`src/rtl/rtm_pkg.sv`:
```
`timescale 1ns/1ps
package rtm_pkg;
   typedef enum logic [2:0] {
      OP_NONE = 3'd0,
      OP_SWAP = 3'd1,
      OP_A2X  = 3'd2,
      OP_A2Y  = 3'd3,
      OP_X2A  = 3'd4,
      OP_Y2A  = 3'd5,
      OP_X2Y  = 3'd6,
      OP_Y2X  = 3'd7
   } xfer_op_e;
endpackage

```
`src/rtl/rtm_acc_reg.sv`:
```
`timescale 1ns/1ps
module rtm_acc_reg #(
   parameter int BYTE_W = 8
) (
   input  logic              clk_i,
   input  logic              rst_ni,
   input  logic              wr_lo_i,
   input  logic              wr_hi_i,
   input  logic [BYTE_W-1:0] lo_d_i,
   input  logic [BYTE_W-1:0] hi_d_i,
   output logic [BYTE_W-1:0] lo_q_o,
   output logic [BYTE_W-1:0] hi_q_o
);
   initial begin
      assert (BYTE_W >= 1) else $error("rtm_acc_reg: BYTE_W must be at least 1");
   end

   always_ff @(posedge clk_i or negedge rst_ni) begin
      if (!rst_ni) begin
         lo_q_o <= '0;
         hi_q_o <= '0;
      end else begin
         if (wr_lo_i) lo_q_o <= lo_d_i;
         if (wr_hi_i) hi_q_o <= hi_d_i;
      end
   end


   hi_hold_chk: assert property (@(posedge clk_i) disable iff (!rst_ni)
      !wr_hi_i |=> $stable(hi_q_o));
endmodule

```
`src/rtl/rtm_idx_reg.sv`:
```
`timescale 1ns/1ps
module rtm_idx_reg #(
   parameter int BYTE_W = 8
) (
   input  logic                clk_i,
   input  logic                rst_ni,
   input  logic                narrow_i,
   input  logic                wr_i,
   input  logic [2*BYTE_W-1:0] d_i,
   output logic [2*BYTE_W-1:0] q_o
);
   localparam int W = 2 * BYTE_W;

   logic [BYTE_W-1:0] lo_r, hi_r;

   initial begin
      assert (BYTE_W >= 1) else $error("rtm_idx_reg: BYTE_W must be at least 1");
   end

   always_ff @(posedge clk_i or negedge rst_ni) begin
      if (!rst_ni) begin
         lo_r <= '0;
         hi_r <= '0;
      end else begin
         if (wr_i) lo_r <= d_i[BYTE_W-1:0];
         if (narrow_i)  hi_r <= '0;
         else if (wr_i) hi_r <= d_i[W-1:BYTE_W];
      end
   end

   assign q_o = {(narrow_i ? {BYTE_W{1'b0}} : hi_r), lo_r};


   hi_clear_chk: assert property (@(posedge clk_i) disable iff (!rst_ni)
      narrow_i |=> (hi_r == '0));
endmodule

```
`src/rtl/rtm_xfer_unit.sv`:
```
`timescale 1ns/1ps
module rtm_xfer_unit
   import rtm_pkg::*;
#(
   parameter int BYTE_W = 8,
   parameter int W      = 2 * BYTE_W
) (
   input  logic         clk_i,
   input  logic         rst_ni,
   input  logic [2:0]   op_i,
   input  logic         acc_narrow_i,
   input  logic         idx_narrow_i,
   input  logic         ld_acc_i,
   input  logic [W-1:0] ld_acc_val_i,
   input  logic         ld_x_i,
   input  logic [W-1:0] ld_x_val_i,
   input  logic         ld_y_i,
   input  logic [W-1:0] ld_y_val_i,
   output logic [W-1:0] acc_o,
   output logic [W-1:0] x_o,
   output logic [W-1:0] y_o
);
   localparam int NUM_IDX = 2;

   initial begin
      assert (W == 2 * BYTE_W) else $error("rtm_xfer_unit: W must equal 2*BYTE_W");
   end

   xfer_op_e          op;
   logic [BYTE_W-1:0] acc_lo, acc_hi;
   logic [BYTE_W-1:0] acc_lo_d, acc_hi_d;
   logic              acc_wr_lo, acc_wr_hi;
   logic [W-1:0]      idx_q   [NUM_IDX];
   logic [W-1:0]      ld_val  [NUM_IDX];
   logic [NUM_IDX-1:0] ld_idx;
   logic [W-1:0]      idx_src;

   assign op        = xfer_op_e'(op_i);
   assign ld_idx    = {ld_y_i, ld_x_i};
   assign ld_val[0] = ld_x_val_i;
   assign ld_val[1] = ld_y_val_i;
   assign idx_src   = (op == OP_X2A) ? idx_q[0] : idx_q[1];

   // accumulator write selection: loads first, then moves
   always_comb begin
      acc_wr_lo = 1'b0;
      acc_wr_hi = 1'b0;
      acc_lo_d  = '0;
      acc_hi_d  = '0;
      if (ld_acc_i) begin
         acc_wr_lo = 1'b1;
         acc_wr_hi = !acc_narrow_i;
         acc_lo_d  = ld_acc_val_i[BYTE_W-1:0];
         acc_hi_d  = ld_acc_val_i[W-1:BYTE_W];
      end else begin
         unique case (op)
            OP_SWAP: begin
               acc_wr_lo = 1'b1;
               acc_wr_hi = 1'b1;
               acc_lo_d  = acc_hi;
               acc_hi_d  = acc_lo;
            end
            OP_X2A, OP_Y2A: begin
               acc_wr_lo = 1'b1;
               acc_wr_hi = !acc_narrow_i;
               acc_lo_d  = idx_src[BYTE_W-1:0];
               acc_hi_d  = idx_src[W-1:BYTE_W];
            end
            default: ;
         endcase
      end
   end

   rtm_acc_reg #(.BYTE_W(BYTE_W)) acc_i (
      .clk_i   (clk_i),
      .rst_ni  (rst_ni),
      .wr_lo_i (acc_wr_lo),
      .wr_hi_i (acc_wr_hi),
      .lo_d_i  (acc_lo_d),
      .hi_d_i  (acc_hi_d),
      .lo_q_o  (acc_lo),
      .hi_q_o  (acc_hi)
   );

   for (genvar k = 0; k < NUM_IDX; k++) begin : gen_idx
      localparam int       PEER     = NUM_IDX - 1 - k;
      localparam xfer_op_e FROM_ACC = (k == 0) ? OP_A2X : OP_A2Y;
      localparam xfer_op_e FROM_PEER = (k == 0) ? OP_Y2X : OP_X2Y;

      logic         wr;
      logic [W-1:0] d;

      always_comb begin
         wr = 1'b1;
         if (ld_idx[k])              d = ld_val[k];
         else if (op == FROM_ACC)    d = {acc_hi, acc_lo};
         else if (op == FROM_PEER)   d = idx_q[PEER];
         else begin
            wr = 1'b0;
            d  = '0;
         end
      end

      rtm_idx_reg #(.BYTE_W(BYTE_W)) reg_i (
         .clk_i    (clk_i),
         .rst_ni   (rst_ni),
         .narrow_i (idx_narrow_i),
         .wr_i     (wr),
         .d_i      (d),
         .q_o      (idx_q[k])
      );
   end

   assign acc_o = {acc_hi, acc_lo};
   assign x_o   = idx_q[0];
   assign y_o   = idx_q[1];


   swap_bytes_chk: assert property (@(posedge clk_i) disable iff (!rst_ni)
      (op == OP_SWAP && !ld_acc_i) |=> (acc_o == {$past(acc_lo), $past(acc_hi)}));


   a2x_narrow_chk: assert property (@(posedge clk_i) disable iff (!rst_ni)
      (op == OP_A2X && idx_narrow_i && !ld_x_i) |=> (x_o == {{BYTE_W{1'b0}}, $past(acc_lo)}));


   x2a_zero_hi_chk: assert property (@(posedge clk_i) disable iff (!rst_ni)
      ((op == OP_X2A || op == OP_Y2A) && !acc_narrow_i && idx_narrow_i && !ld_acc_i)
      |=> (acc_hi == '0));


   x2a_keep_hi_chk: assert property (@(posedge clk_i) disable iff (!rst_ni)
      ((op == OP_X2A || op == OP_Y2A) && acc_narrow_i && !ld_acc_i)
      |=> (acc_hi == $past(acc_hi)));
endmodule

```
`config.mk`:
```
export PLATFORM = sky130hd
export DESIGN_NAME = rtm_xfer_unit
export DESIGN_NICKNAME = d
export VERILOG_FILES = /design/src/rtl/rtm_pkg.sv /design/src/rtl/rtm_acc_reg.sv /design/src/rtl/rtm_idx_reg.sv /design/src/rtl/rtm_xfer_unit.sv
export SDC_FILE = /design/constraint.sdc
export NUM_CORES = 1
export LEC_CHECK = 0
export ABC_AREA = 1
export BUFFER_PORTS_ARGS = -buffer_cell sky130_fd_sc_hd__buf_4
export CAP_MARGIN = 20
export CORE_ASPECT_RATIO = 1.5
export CORE_MARGIN = 2
export CORE_UTILIZATION = 53
export DETAILED_ROUTE_END_ITERATION = 6
export PLACE_DENSITY_LB_ADDON = 0.25
export SETUP_SLACK_MARGIN = 0.05
export SKIP_LAST_GASP = 1
export SYNTH_ARGS = -nofsm -noshare
export SYNTH_HDL_FRONTEND = slang
export SYNTH_HIERARCHICAL = 1
export SYNTH_SLANG_ARGS = --single-unit
```
`constraint.sdc`:
```
create_clock -name clk_i -period 1.1 [get_ports clk_i]
set_input_delay 0.055 -clock clk_i [delete_from_list [all_inputs] [get_ports clk_i]]
set_output_delay 0.055 -clock clk_i [all_outputs]
set_load 0.02 [all_outputs]
```
# Word level (Yosys, flattened, before mapping)
# Index checks and enable logic that the tools add are counted.
op_classes:
  eq_ne: 7
  mux: 27
  n_reduce_logical: 5
op_table:
  columns: ["op", "n"]
  rows:
  - ["$mux 16", 7]
  - ["$mux 8", 8]
  - ["$pmux 8 s2", 2]
  - ["$eq 3x3->1 const B", 4]
  - ["$mux 1", 9]
  - ["$eq 3x2->1 const B", 2]
  - ["$reduce_bool 2->1", 2]
  - ["$eq 3x1->1 const B", 1]
  - ["$reduce_or 3->1", 1]
  - ["$pmux 1 s2", 1]
  - ["$reduce_or 2->1", 1]
  - ["$logic_not 1->1", 1]
totals:
  reg_bits: 48
  input_bits: 58
  output_inout_bits: 48

# Longest topological paths before layout
depth:
  depth_word: 6
  mapped_depth: 10
  mapped_depth_nobuf: 8

# By module
# The synthesis kept the hierarchy.
modules_own_cells:
  columns: ["mod", "n_inst", "cells_each", "area_per_inst_um2", "seq_area_each_um2"]
  rows:
  - ["rtm_xfer_unit", 1, 351, 1577.8, 0.0]
  - ["rtm_idx_reg", 2, 85, 691.9, 400.4]
  - ["rtm_acc_reg", 1, 68, 610.6, 400.4]

# Worst setup path after synthesis
# Ideal clock, no wire load.
synth_timing:
  path_kind: "input-to-reg"
  start: "in op_i[2]"
  end: "reg gen_idx[1].reg_i.hi_r[5]"
  setup_ps: 65
  arrival_time_ps: 1350
  required_ps: 1035
  path_slack_ps: -316
  stages: 7
  path_cell_list: "inv_1 -> buf_4 -> buf_6 -> o31ai_1 -> buf_2 -> nand3_1 -> nand2_1"
synth_via:
  word_cells_on_any_way: 11
  cone_classes: "2 x eq/ne; 8 x mux; 1 x reduce/logical"
synth_lines:
  columns: ["item", "line_no", "text"]
  rows:
  - ["start: declaration", "rtm_xfer_unit.sv:10", "input logic [2:0] op_i,"]
  - ["$eq 3x3->1", "rtm_xfer_unit.sv:97", "else if (op == FROM_PEER) d = idx_q[PEER];"]
  - ["$mux 1", "rtm_xfer_unit.sv:97", null]
  - ["$mux 1 (*)", "rtm_xfer_unit.sv:96", "else if (op == FROM_ACC) d = {acc_hi, acc_lo};"]
  - ["$mux 1 (*)", "rtm_xfer_unit.sv:95", "if (ld_idx[k]) d = ld_val[k];"]
  - ["named net gen_idx[1].wr", "rtm_xfer_unit.sv:90", "logic wr;"]
  - ["$reduce_bool 2->1 (no line) (*)", null, null]
  - ["end signal: assignment", "rtm_idx_reg.sv:27", "else if (wr_i) hi_r <= d_i[W-1:BYTE_W];"]
  - ["end: declaration", "rtm_idx_reg.sv:14", "logic [BYTE_W-1:0] lo_r, hi_r;"]
# Mark *: on every way through the listed nets, which the timed path passes. The rest lies on a longest branch. The select of a mux whose other input is x is not followed.
# A chain may end at the register's enable or synchronous reset.

# Final worst setup path
layout_timing:
  start: "reg gen_idx[1].reg_i.hi_r[7]"
  end: "out y_o[15]"
layout_via:
  elab_chain_len: 1
layout_lines:
  columns: ["item", "line_no", "text"]
  rows:
  - ["$mux 8", "rtm_idx_reg.sv:31", "assign q_o = {(narrow_i ? {BYTE_W{1'b0}} : hi_r), lo_r};"]
  - ["end: declaration", "rtm_xfer_unit.sv:21", "output logic [W-1:0] y_o"]
# No other way between the ends.

==> flow_summary.yaml <==
floorplanning:
  fp.coreArea_um2: 6530
  rows: 36
  die_h_um: 105
  die_w_um: 71.0
  die_area_um2: 7430
  io_pins: 106
  initial_core_util: 0.547
setup_path:
  slowest_stage: "dfrtp_1"
  required_ns: 1.04
  cpPeakStageDelay_ns: 0.37
  worstPathArrival_ns: 1.09
  cp_cell_sequence: "inv_1, nor2_2, buf_4"
  crit_type: "flop to output pin"
  critPathMaxFanout: 3
  setup.worst_path.end_class: "output pin"
  worstSetupStartpointType: "flop"
clock_network:
  numCtsBuffers: 5
  htree_levels: 2
  clkTransAtPathRegs_ns: 0.09
  insertion_delay_ns: 0.32
  cts_root_buf: "clkbuf_8"
  cts_buffer_depth: 2
  cts_tree: "built"
  clkSinkCount: 48
routing:
  detail-route-antenna-nets: 0
  wl_per_cell_um: 15.3
  firstDrtPassIters: 5
  viasPerCell: 5.51
  drc_errors: 0
  drtIter0Drc: 259
  vias: 4301
  drt_wl_total_mm: 12.0
sta:
  slew_headroom: 0.740
  setup_viol: 10
  slew_viol_final: 0
  timing.hold.ws_ns: 0.0346
  rsz0062_at_grt: "yes"
  finClkSkew_ns: 0.00683
  fin_crit_ns: 1.15
  final-hold-violation-count: 0
  worst_pin_slew_ns: 0.390
  fin_ws_ns: -0.0485
  max_freq_mhz: 871
  finalCritPeriodShare: 1.04
synth:
  yosys.area.top_type_share: 0.354
  seq_area_frac_synth: 0.336
  syn_area_per_cell_um2: 6.06
  synth_cells: 589
  synth.area.top_cells: "nand2_1 (35%), dfrtp_1 (34%), nand3_1 (6.9%)"
  ys_warn_count: 6
  ys_ff_latch: 48
  syn_area_um2: 3570
  synthDistinctLibCells: 22
  synth_top_area_cell: "nand2_1"
  synth_nets: 647
grt:
  grt.overflow.total: 0
  grt_pass1_wl_mm: 19.4
  grt_pass1_vias: 4008
  grt_max_degree: 31
  grt_antenna_before_repair: 0
  track_usage: 0.328
finish:
  syn_to_final_growth_pct: 36.8
  final_common_cell: "nand2_1"
  diodes: 0
  multi_input_area_um2: 2080
  nFillCells: 539
  final_cell_mix: "nand2_1 (334), buf_4 (125), nand3_1 (48), dfrtp_1 (35), nand4_1 (32)"
  final_nets: 762
  ff_latch_area_um2: 1220
  drive_above_1_share: 0.288
status:
  violations: "setup timing"
  status: "finished, violations left"
placement:
  dp_hpwl_mm: 9.21
  port_buffers: 105
  gp_congestion: 0.992
power_and_ir_drop:
  vdd_drop_max_v: 0.000672
  p_leak_uw: 0.00271
  p_per_area_nw_per_um2: 985
  fin_total_pwr_uw: 4810
min_path:
  hold_path.class: "input port to flop"
flow_run:
  cap_violations: 0
==> final cells by class <==
type                            count  area share
Multi-Input combinational cell    464       0.426
Timing Repair Buffer              144       0.255
Sequential cell                    48       0.249
Inverter                           41      0.0320
Tap cell                           76      0.0195
Clock buffer                        5      0.0141
Clock inverter                      3     0.00384
==> cells in the mapped netlist <==
| cell | n |
|---|---|
| inv_1 | 37 |
| nand3_1 | 49 |
| clkbuf_1 | 4 |
| buf_1 | 1 |
| o211ai_1 | 1 |
| nor2_1 | 17 |
| nor2_8 | 1 |
| buf_6 | 10 |
| dfrtp_1 | 48 |
| o21ai_0 | 18 |
| nand4_1 | 32 |
| clkinv_1 | 1 |
| inv_2 | 3 |
| nor3_4 | 1 |
| buf_4 | 3 |
| nor2_2 | 3 |
| nand2_1 | 337 |
| buf_2 | 18 |
| a21oi_1 | 1 |
| nor2_4 | 2 |
| nand2_4 | 1 |
| o31ai_1 | 1 |
==> report_power, final <==
part / switching [uW] / leakage [uW] / internal [uW] / total, uW
sequential: 252 / 0.000612 / 1930 / 2180
clock: 637 / 0.0000479 / 444 / 1080
combinational: 884 / 0.00205 / 664 / 1550
==> layer usage <==
metal / wire, um / vias up / track usage
met5: 0 / - / 0
met4: 433 / 0 / 0.133
met3: 1020 / 38 / 0.0569
met2: 5920 / 231 / 0.545
met1: 4610 / 1963 / 0.419
li1: - / 2069 / -
==> timing repair <==
| item | 4_1_cts | 5_1_grt |
|---|---|---|
| hold buffers | 1 | 0 |
| endpoints found under the setup margin | 29 | 51 |
| setup buffers | 2 | 0 |
| resized for setup | 20 | 19 |
| pin swaps | 4 | 31 |
| hold endpoints to repair | 48 | 0 |
==> per-stage QoR <==
step | setup slack (ns) | area (um2) | util | setup TNS (ns) | cells
6_report | -0.0485 | 4890 | 0.748 | -0.208 | 781
3_5_place_dp | -0.160 | 4690 | 0.717 | -2.68 | 770
4_1_cts | -0.0322 | 4850 | 0.743 | -0.115 | 781
2_1_floorplan | -0.0964 | 3680 | - | -1.76 | 589
3_3_place_gp | -0.151 | 4690 | 0.717 | -2.00 | 770
5_1_grt | -0.0830 | 4890 | 0.748 | -1.46 | 781
==> final timing paths <==
path / from / end / slack [ns] / cells past startpoint
worst max-delay path: gen_idx[1].reg_i/hi_r[7] / y_o[15] / -0.05 / 3
worst min-delay path: ld_x_val_i[7] / gen_idx[0].reg_i/lo_r[7] / 0.03 / 5
worst max register to register: gen_idx[0].reg_i/hi_r[2] / gen_idx[1].reg_i/hi_r[2] / 0 / 8
worst min register to register: gen_idx[0].reg_i/hi_r[3] / gen_idx[0].reg_i/hi_r[3] / 0.48 / 2
max in group asynchronous: rst_ni / acc_i/hi_q_o[0] / 0.50 / 3
min in group asynchronous: rst_ni / acc_i/lo_q_o[0] / 0.15 / 2
==> sequential cells by signal (all words and copies together) (netlist names) <==
signal and flops:
acc_i/hi_q_o 8, acc_i/lo_q_o 8, gen_idx.reg_i/hi_r 16, gen_idx.reg_i/lo_r 16
==> worst max-delay path, delay by kind of cell, from the launching register on <==
family	cells	cell delay [ns]
buffers and inverters	2	0.23
DFF	1	0.37
and+or+nand+nor	1	0.17
==> logic make-up (layout without fill, tap and decap cells) <==
group,after synthesis,count (layout),share of synthesized area
AO/OA/AOI/OAI,21,21,0.0308
buffers and inverters,77,193,0.111
flip-flops,48,48,0.336
AND/OR/NAND/NOR,443,443,0.522
(Power assumes the default switching activity.)
